--- config.mk ---
export PLATFORM = sky130hd
export DESIGN_NAME = updn_route_unit
export DESIGN_NICKNAME = d
export VERILOG_FILES = /design/src/rtl/updn_route_pkg.sv /design/src/rtl/updn_cfg_store.sv /design/src/rtl/updn_legal_mask.sv /design/src/rtl/updn_lowest_pick.sv /design/src/rtl/updn_route_unit.sv
export SDC_FILE = /design/constraint.sdc
export NUM_CORES = 1
export LEC_CHECK = 0
export BUFFER_PORTS_ARGS = -buffer_cell sky130_fd_sc_hd__buf_2
export CAP_MARGIN = 30
export CORE_AREA = 10 10 230 320
export DETAILED_ROUTE_END_ITERATION = 10
export DIE_AREA = 0 0 240 330
export HOLD_SLACK_MARGIN = 0.12
export MAX_ROUTING_LAYER = met4
export PLACE_DENSITY = 0.87
export SYNTH_ARGS = -nofsm -noshare
export SYNTH_HDL_FRONTEND = slang
export SYNTH_HIERARCHICAL = 1
export SYNTH_SLANG_ARGS = --single-unit
--- constraint.sdc ---
create_clock -name clk -period 5.8 [get_ports clk]
set_clock_uncertainty 0.15 [all_clocks]
set_input_delay 0.87 -clock clk [delete_from_list [all_inputs] [get_ports clk]]
set_output_delay 0.87 -clock clk [all_outputs]
set_load 0.1 [all_outputs]
--- src/rtl/updn_route_pkg.sv ---
package updn_route_pkg;

    localparam int NODE_W     = 6;
    localparam int NUM_NODES  = 1 << NODE_W;
    localparam int NUM_PORTS  = 7;
    localparam int PORT_W     = $clog2(NUM_PORTS);
    localparam int NUM_VC     = 2;
    localparam int VC_W       = (NUM_VC > 1) ? $clog2(NUM_VC) : 1;
    localparam int LOCAL_PORT = 0;

    typedef logic [NUM_PORTS-1:0] port_mask_t;
    typedef logic [NODE_W-1:0]    node_t;
    typedef logic [PORT_W-1:0]    port_t;
    typedef logic [VC_W-1:0]      vc_t;

    typedef enum logic {
        CFG_CAND = 1'b0,
        CFG_TAGS = 1'b1
    } cfg_kind_e;

    typedef struct packed {
        node_t dest;
        port_t in_port;
        logic  phase;
        vc_t   vc;
    } route_req_t;

    typedef struct packed {
        port_t port;
        logic  phase;
        logic  err;
    } route_rsp_t;

    function automatic port_mask_t port_bit(input port_t p);
        port_mask_t m;
        m = '0;
        for (int i = 0; i < NUM_PORTS; i++) begin
            if (p == port_t'(i)) m[i] = 1'b1;
        end
        return m;
    endfunction

endpackage

--- src/rtl/updn_cfg_store.sv ---
module updn_cfg_store
    import updn_route_pkg::*;
(
    input  logic       clk,
    input  logic       rst,
    input  logic       wr_en,
    input  cfg_kind_e  wr_kind,
    input  vc_t        wr_vc,
    input  node_t      wr_addr,
    input  port_mask_t wr_data,
    input  vc_t        rd_vc,
    input  node_t      rd_dest,
    output port_mask_t rd_cand,
    output port_mask_t rd_up
);

    port_mask_t cand_of_vc [NUM_VC];
    port_mask_t tags_of_vc [NUM_VC];

    for (genvar v = 0; v < NUM_VC; v++) begin : g_vc
        port_mask_t cand_q [NUM_NODES];
        port_mask_t tags_q;
        logic       hit;

        assign hit = wr_en && (wr_vc == vc_t'(v));

        always_ff @(posedge clk) begin
            if (rst) begin
                for (int n = 0; n < NUM_NODES; n++) cand_q[n] <= '0;
                tags_q <= '0;
            end else if (hit) begin
                if (wr_kind == CFG_TAGS) tags_q <= wr_data;
                else                     cand_q[wr_addr] <= wr_data;
            end
        end

        assign cand_of_vc[v] = cand_q[rd_dest];
        assign tags_of_vc[v] = tags_q;
    end

    assign rd_cand = cand_of_vc[rd_vc];
    assign rd_up   = tags_of_vc[rd_vc];

endmodule

--- src/rtl/updn_legal_mask.sv ---
module updn_legal_mask
    import updn_route_pkg::*;
(
    input  logic       clk,
    input  logic       rst,
    input  port_mask_t cand,
    input  port_mask_t up_tags,
    input  port_t      in_port,
    input  logic       phase,
    input  logic       at_root,
    output port_mask_t legal,
    output port_mask_t eff_up
);

    port_mask_t arrive_bit;
    port_mask_t climb_block;

    assign arrive_bit  = port_bit(in_port);
    assign eff_up      = at_root ? '0 : up_tags;
    assign climb_block = phase ? eff_up : '0;

    for (genvar p = 0; p < NUM_PORTS; p++) begin : g_port
        if (p == LOCAL_PORT) begin : g_loc
            assign legal[p] = 1'b0;
        end else begin : g_net
            assign legal[p] = cand[p] & ~arrive_bit[p] & ~climb_block[p];
        end
    end


    no_climb_after_descent_chk: assert property (@(posedge clk) disable iff (rst)
        (phase && !at_root) |-> ((legal & up_tags) == '0));


    no_uturn_chk: assert property (@(posedge clk) disable iff (rst)
        (legal & arrive_bit) == '0);

endmodule

--- src/rtl/updn_lowest_pick.sv ---
module updn_lowest_pick
    import updn_route_pkg::*;
(
    input  logic       clk,
    input  logic       rst,
    input  port_mask_t req,
    output port_mask_t grant,
    output port_t      idx,
    output logic       any
);

    logic [NUM_PORTS:0] seen;
    assign seen[0] = 1'b0;

    for (genvar i = 0; i < NUM_PORTS; i++) begin : g_chain
        assign grant[i]  = req[i] & ~seen[i];
        assign seen[i+1] = seen[i] | req[i];
    end

    assign any = seen[NUM_PORTS];

    always_comb begin
        idx = '0;
        for (int i = NUM_PORTS - 1; i >= 0; i--) begin
            if (req[i]) idx = port_t'(i);
        end
    end


    onehot_grant_chk: assert property (@(posedge clk) disable iff (rst)
        $onehot0(grant));


    lowest_first_chk: assert property (@(posedge clk) disable iff (rst)
        (grant != '0) |-> (((grant - 1'b1) & req) == '0));


    index_agrees_chk: assert property (@(posedge clk) disable iff (rst)
        any |-> (grant == port_bit(idx)));

endmodule

--- src/rtl/updn_route_unit.sv ---
module updn_route_unit
    import updn_route_pkg::*;
(
    input  logic                     clk,
    input  logic                     rst,
    input  logic                     cfg_we,
    input  logic                     cfg_kind,
    input  logic [VC_W-1:0]          cfg_vc,
    input  logic [NODE_W-1:0]        cfg_addr,
    input  logic [NUM_PORTS-1:0]     cfg_data,
    input  logic [NODE_W-1:0]        local_id,
    input  logic [NUM_VC*NODE_W-1:0] root_ids,
    input  logic                     req_valid,
    input  logic [NODE_W-1:0]        req_dest,
    input  logic [PORT_W-1:0]        req_in_port,
    input  logic                     req_phase,
    input  logic [VC_W-1:0]          req_vc,
    output logic                     rsp_valid,
    output logic [PORT_W-1:0]        rsp_port,
    output logic                     rsp_phase,
    output logic                     rsp_err
);

    route_req_t rq;
    route_rsp_t nxt, rsp_q;
    logic       valid_q;

    port_mask_t cand, up_tags, legal, eff_up, grant;
    port_t      pick_idx;
    logic       pick_any;
    logic       at_root, to_self;
    node_t      vc_root;

    assign rq = '{dest: req_dest, in_port: req_in_port,
                  phase: req_phase, vc: req_vc};

    updn_cfg_store u_store (
        .clk     (clk),
        .rst     (rst),
        .wr_en   (cfg_we),
        .wr_kind (cfg_kind_e'(cfg_kind)),
        .wr_vc   (cfg_vc),
        .wr_addr (cfg_addr),
        .wr_data (cfg_data),
        .rd_vc   (rq.vc),
        .rd_dest (rq.dest),
        .rd_cand (cand),
        .rd_up   (up_tags)
    );

    assign vc_root = root_ids[rq.vc*NODE_W +: NODE_W];
    assign at_root = (local_id == vc_root);
    assign to_self = (rq.dest == local_id);

    updn_legal_mask u_mask (
        .clk     (clk),
        .rst     (rst),
        .cand    (cand),
        .up_tags (up_tags),
        .in_port (rq.in_port),
        .phase   (rq.phase),
        .at_root (at_root),
        .legal   (legal),
        .eff_up  (eff_up)
    );

    updn_lowest_pick u_pick (
        .clk   (clk),
        .rst   (rst),
        .req   (legal),
        .grant (grant),
        .idx   (pick_idx),
        .any   (pick_any)
    );

    always_comb begin
        nxt.port  = port_t'(LOCAL_PORT);
        nxt.phase = rq.phase;
        nxt.err   = 1'b0;
        if (!to_self) begin
            if (pick_any) begin
                nxt.port  = pick_idx;
                nxt.phase = rq.phase | ((grant & eff_up) == '0);
            end else begin
                nxt.err = 1'b1;
            end
        end
    end

    always_ff @(posedge clk) begin
        if (rst) begin
            valid_q <= 1'b0;
            rsp_q   <= '0;
        end else begin
            valid_q <= req_valid;
            if (req_valid) rsp_q <= nxt;
        end
    end

    assign rsp_valid = valid_q;
    assign rsp_port  = rsp_q.port;
    assign rsp_phase = rsp_q.phase;
    assign rsp_err   = rsp_q.err;


    valid_follows_req_chk: assert property (@(posedge clk) disable iff (rst)
        !$past(rst) |-> (rsp_valid == $past(req_valid)));


    err_ejects_local_chk: assert property (@(posedge clk) disable iff (rst)
        (rsp_valid && rsp_err) |-> (rsp_port == port_t'(LOCAL_PORT)));


    phase_sticky_chk: assert property (@(posedge clk) disable iff (rst)
        (rsp_valid && $past(req_phase)) |-> rsp_phase);


    self_no_err_chk: assert property (@(posedge clk) disable iff (rst)
        (rsp_valid && !$past(rst) && $past(req_dest == local_id)) |->
        (!rsp_err && rsp_port == port_t'(LOCAL_PORT)));

endmodule

Yosys cells after proc, flatten, opt, wreduce, memory -nomap -nowiden

Memory sizes are Yosys's and may differ from the RTL's.
Index checks and enable logic that the tools add are counted.

Word-level logic and storage cells: 107
Bits in writable memories: 896
Bits of input ports: 48
Output and inout bits: 6
Memories kept: 2
Flip-flop bits (word level): 20

Memory list:

| memory                 | words | width | read ports | clocked after Yosys merged registers in | write ports | line                 | RTL |
|---|---|---|---|---|---|---|---|
| u_store.g_vc[0].cand_q | 64    | 7     | 1          | 0                                       | 64          | updn_cfg_store.sv:21 | `port_mask_t cand_q [NUM_NODES];` |
| u_store.g_vc[1].cand_q | 64    | 7     | 1          | 0                                       | 64          | updn_cfg_store.sv:21 |  |

Bitwise gates (word level): 43
Multipliers: 1
$lt $le $gt $ge: 1
Shift operators: 1
Muxes and demuxes: 38
Reductions and logical operators: 7
Equality and inequality tests: 8

Operator list:

| kind                  | count |
|---|---|
| $mux W7               | 10 |
| $mux W1               | 18 |
| $mux W3               | 6 |
| $not A1 Y1            | 18 |
| $and A1 B1 Y1         | 17 |
| $reduce_or A7 Y1      | 2 |
| $eq A6 B6 Y1          | 2 |
| $mux W6               | 2 |
| $shiftx A12 B5 Y6     | 1 |
| $eq A3 B3 Y1 const B  | 3 |
| $and A7 B7 Y7         | 1 |
| $logic_not A7 Y1      | 1 |
| $eq A3 B2 Y1 const B  | 2 |
| $or A1 B1 Y1          | 6 |
| $mux W5               | 1 |
| $mux W4               | 1 |
| $reduce_and A2 Y1     | 2 |
| $eq A3 B1 Y1 const B  | 1 |
| $mul A1 B2 Y3 const B | 1 |
| $ge A2 B2 Y1 const B  | 1 |
| $logic_and A1 B1 Y1   | 2 |
| $not A1 Y2            | 1 |

Longest topological paths before layout

Depth after elaboration: 19
Gate-level depth with buffers: 14
Mapped depth without buffers: 12

By module

Netlist, hierarchy kept.

By module, submodules not included:

| module           | times used | sequential area each (sq um) | area each (sq um) | cells an instance |
|---|---|---|---|---|
| updn_cfg_store   | 1          | 27186.1                      | 42074.1           | 2630 |
| updn_route_unit  | 1          | 120.1                        | 446.7             | 44 |
| updn_legal_mask  | 1          | 0.0                          | 182.7             | 25 |
| updn_lowest_pick | 1          | 0.0                          | 115.1             | 19 |

Least setup slack after synthesis

No wires, ideal clock.

Path type: input -> register
Start: input port req_dest[2]
End: register rsp_q, in the netlist rsp_phase
Setup slack: 1.187 ns
Stages: 13
Library setup time: 0.121 ns
Buffers on the path: 3
Data arrival time: 4.343 ns
Cell sequence: clkbuf_1 clkbuf_1 clkbuf_1 mux4_2 mux4_2 mux4_2 mux2_2 o311a_1 or4_4 nor2_1 a221oi_1 and3_1 o2bb2ai_1

Elaborated cells on any way between the ends: 38
Those cells by class: eq/ne: 1; mux: 5; bitwise: 29; reduce/logical: 1; memory: 2

RTL lines:

| what                                           | line                   | RTL |
|---|---|---|
| start: declaration                             | updn_route_unit.sv:14  | `input logic [NODE_W-1:0] req_dest,` |
| $mem_v2 Z64 W7                                 | n/a                    |  |
| $mux W7 (implied by the code) (*) (3 in a row) | updn_cfg_store.sv:41   | `assign rd_cand = cand_of_vc[rd_vc];` |
| named net cand[3]                              | updn_route_unit.sv:28  | `port_mask_t cand, up_tags, legal, eff_up, grant;` |
| $and A1 B1 Y1 (*) (2 in a row)                 | updn_legal_mask.sv:26  | `assign legal[p] = cand[p] & ~arrive_bit[p] & ~climb_block[p];` |
| named net legal[3]                             | updn_route_unit.sv:28  |  |
| $or A1 B1 Y1 (*) (2 in a row)                  | updn_lowest_pick.sv:17 | `assign seen[i+1] = seen[i] \| req[i];` |
| $not A1 Y1 (*)                                 | updn_lowest_pick.sv:16 | `assign grant[i] = req[i] & ~seen[i];` |
| $and A1 B1 Y1 (*)                              | updn_lowest_pick.sv:16 |  |
| named net grant[5]                             | updn_route_unit.sv:28  |  |
| $and A7 B7 Y7 (*)                              | updn_route_unit.sv:83  | `nxt.phase = rq.phase \| ((grant & eff_up) == '0);` |
| $logic_not A7 Y1 (*)                           | updn_route_unit.sv:83  |  |
| $or A1 B1 Y1 (*)                               | updn_route_unit.sv:83  |  |
| $mux W4 (*)                                    | updn_route_unit.sv:81  | `if (pick_any) begin` |
| $mux W5 (*)                                    | updn_route_unit.sv:80  | `if (!to_self) begin` |
| end signal: assignment                         | updn_route_unit.sv:96  | `if (req_valid) rsp_q <= nxt;` |
| end: declaration                               | updn_route_unit.sv:25  | `route_rsp_t nxt, rsp_q;` |

The timed path passes the listed nets; every way through them passes the cells marked *. The select of a mux whose other input is x is not followed.
A chain may end at the register's enable or synchronous reset.

Worst setup path after layout

Start: input port req_dest[0]
End: register rsp_q, in the netlist rsp_phase

Elaborated cells on any way between the ends: 38
Those cells by class: eq/ne: 1; mux: 5; bitwise: 29; reduce/logical: 1; memory: 2

RTL lines:

| what                                           | line                   | RTL |
|---|---|---|
| $mem_v2 Z64 W7                                 | n/a                    |  |
| $mux W7 (implied by the code) (*) (3 in a row) | updn_cfg_store.sv:41   |  |
| named net cand[2]                              | updn_route_unit.sv:28  |  |
| $and A1 B1 Y1 (*) (2 in a row)                 | updn_legal_mask.sv:26  |  |
| named net legal[2]                             | updn_route_unit.sv:28  |  |
| $or A1 B1 Y1 (*) (5 in a row)                  | updn_lowest_pick.sv:17 |  |
| named net pick_any                             | updn_route_unit.sv:30  | `logic pick_any;` |
| $mux W4 (*)                                    | updn_route_unit.sv:81  |  |
| $mux W5 (*)                                    | updn_route_unit.sv:80  |  |

Marks and branches as above.

==> flow_summary.toml <==
[floorplanning]
core_area_um2 = 67600
die_area_um2 = 79200
die_y_um = 330
fp.dieW_um = 240
io_pins = 54
start_util_pct = 55.0
rows = 113

[sta]
min_period_ns = 4.35
setup_tns_ns = 0
final.period_utilization_pct = 75.1
fmax_mhz = 230
finalSetupViolations = 0
slew_violations = 0
finalHoldViolations = 0
rsz0062_at_grt = "false"
worst_pin_slew_ns = 1.05
whs_ns = 0.330
relSlewSlack_pct = 29.9

[synthesis]
syn_nets = 2454
syn_avg_cell_area_um2 = 15.4
synthCells = 2406
syn_area_um2 = 37200
synth_warnings = 6

[global_route]
grt_pass1_vias = 21390
grt_max_degree = 101
grt_overflow = 0
antenna_found_initial = 3
groute.usage.overall_pct = 22.9
grt_pass1_wl_um = 132000

[clocking]
clk_latency_ns = 0.61
hold_buffers = 0
cts_tree = "built"
ctsResizeCount = 0
clk_pin_slew_ns = 0.06
cts.sinks = 788
post-cts-setup-buffer-count = 0
cts-htree-levels = 3
cts_buffers = 70
cts-root-buf = "clkbuf_16"
clock_path_buffers = 3

[setup_path]
cp.required_ns = 6.11
ff2ff_setup_slack_ns = 1.89
crit_path_end = "rsp_phase"
rr_endpoint = "rsp_phase"
end_kind = "register"
cp-start-kind = "input port"
cp-startpoint = "req_dest[0]"
crit_fanout = 31
path_class = "in2reg"
arrival_ns = 4.66
r2r_cells = 10
r2r-start = "u_store/g_vc[0].cand_q[50][2]"

[place]
numPortBuffers = 53
dp.cells = 3159
dp_hpwl_um = 55600
routabilityCongestion = 0.884

[routing]
drc = 0
wl_per_cell_um = 26.5
drtIter0Drc = 2322
drtPass1Iterations = 7
postRouteWirelength_um = 86900
vias = 20672
vias_per_cell = 6.29
drtAntennaViolNets = 0

[layout]
final_nets = 2418
instances_no_fill = 3286
area_growth_pct = 8.82
layout-drive-gt1-share_pct = 24.1

[flow_run]
maxCapViolCount = 0

[min_path]
hold_class = "reg2reg"

[power]
power_density_nw_per_um2 = 304
peakVddDrop_mv = 0.188
power_leakage_uw = 0.0139

[run_status]
status = "completed"
[how the worst min path moves through the flow]
| stage | start | to | slack, ns | cells after the start |
|---|---|---|---|---|
| 2_1_floorplan | u_store/g_vc[1].tags_q[0] | u_store/g_vc[1].tags_q[0] | 0.31 | 2 |
| 3_3_place_gp | rsp_port[2] | rsp_port[2] | 0.32 | 1 |
| 3_5_place_dp | rsp_port[0] | rsp_port[0] | 0.31 | 1 |
| 4_1_cts | rsp_port[0] | rsp_port[0] | 0.33 | 1 |
| 5_1_grt | rsp_port[0] | rsp_port[0] | 0.34 | 1 |
| 6_report | rsp_port[0] | rsp_port[0] | 0.33 | 1 |
[state kept, by name, summed over array words and instances, names as in the netlist]
name                 flops
rsp_err                  1
rsp_phase                1
rsp_port                 3
rsp_valid                1
u_store/g_vc.tags_q     14
u_store/g_vc.cand_q    768
[metal layers]
metal / part of all wire [%] / wire [um] / vias up / track usage (%)
met2: 52 / 45500 / 1188 / 38.9
met1: 34 / 29700 / 10521 / 26.6
met3: 9.0 / 7780 / 234 / 4.00
met4: 4.5 / 3890 / 0 / 9.98
met5: 0 / 0 / - / -
li1: - / - / 8729 / -
[critical path: stages]
cell and delay, ns:
buf_8 0.19, buf_12 0.28, mux4_2 0.56, mux4_2 0.54, mux4_2 0.56, mux2_2 0.32
o311a_1 0.20, nor4_1 0.45, nand2_1 0.13, and2_1 0.20, and3_1 0.19, o2bb2ai_1 0.11
[where the power goes]
group | total (uW) | internal (uW) | switching [uW]
logic | 1010 | 438 | 576
registers | 6620 | 6510 | 111
clock network | 4670 | 2670 | 2000
total | 12300 | 9620 | 2690
[placed cells by master, fill, tap and decap left out, types with 12 or more instances in the layout]
master	count
mux4_2	252
buf_2	43
mux2i_1	21
mux2_2	13
buf_12	12
dfxtp_1	20
and2_1	772
clkbuf_16	74
nor2_1	150
nand3b_1	16
or2_2	128
clkbuf_1	18
edfxtp_1	768
buf_4	25
[stage by stage]
stage               util (%)  power, uW  cell area, um^2  worst slack [ns]
global placement        56.4       7680            38100             0.981
floorplan                  -       7370            37200              1.25
detailed placement      56.4       7730            38100             0.918
finish                  59.8      12300            40400              1.45
CTS                     59.8      12300            40400              1.54
global route            59.8      12600            40400              1.37
[layout make-up]
class,instances,area (um^2)
antenna,3,7.51
clock buffer,93,1930
clock inverter,30,342
fill,4568,27100
inverter,4,15.0
multi-input combinational,1423,12900
sequential,788,23500
tap,862,1080
timing repair buffer,83,697
No activity file was read; power rests on OpenSTA's default activity.
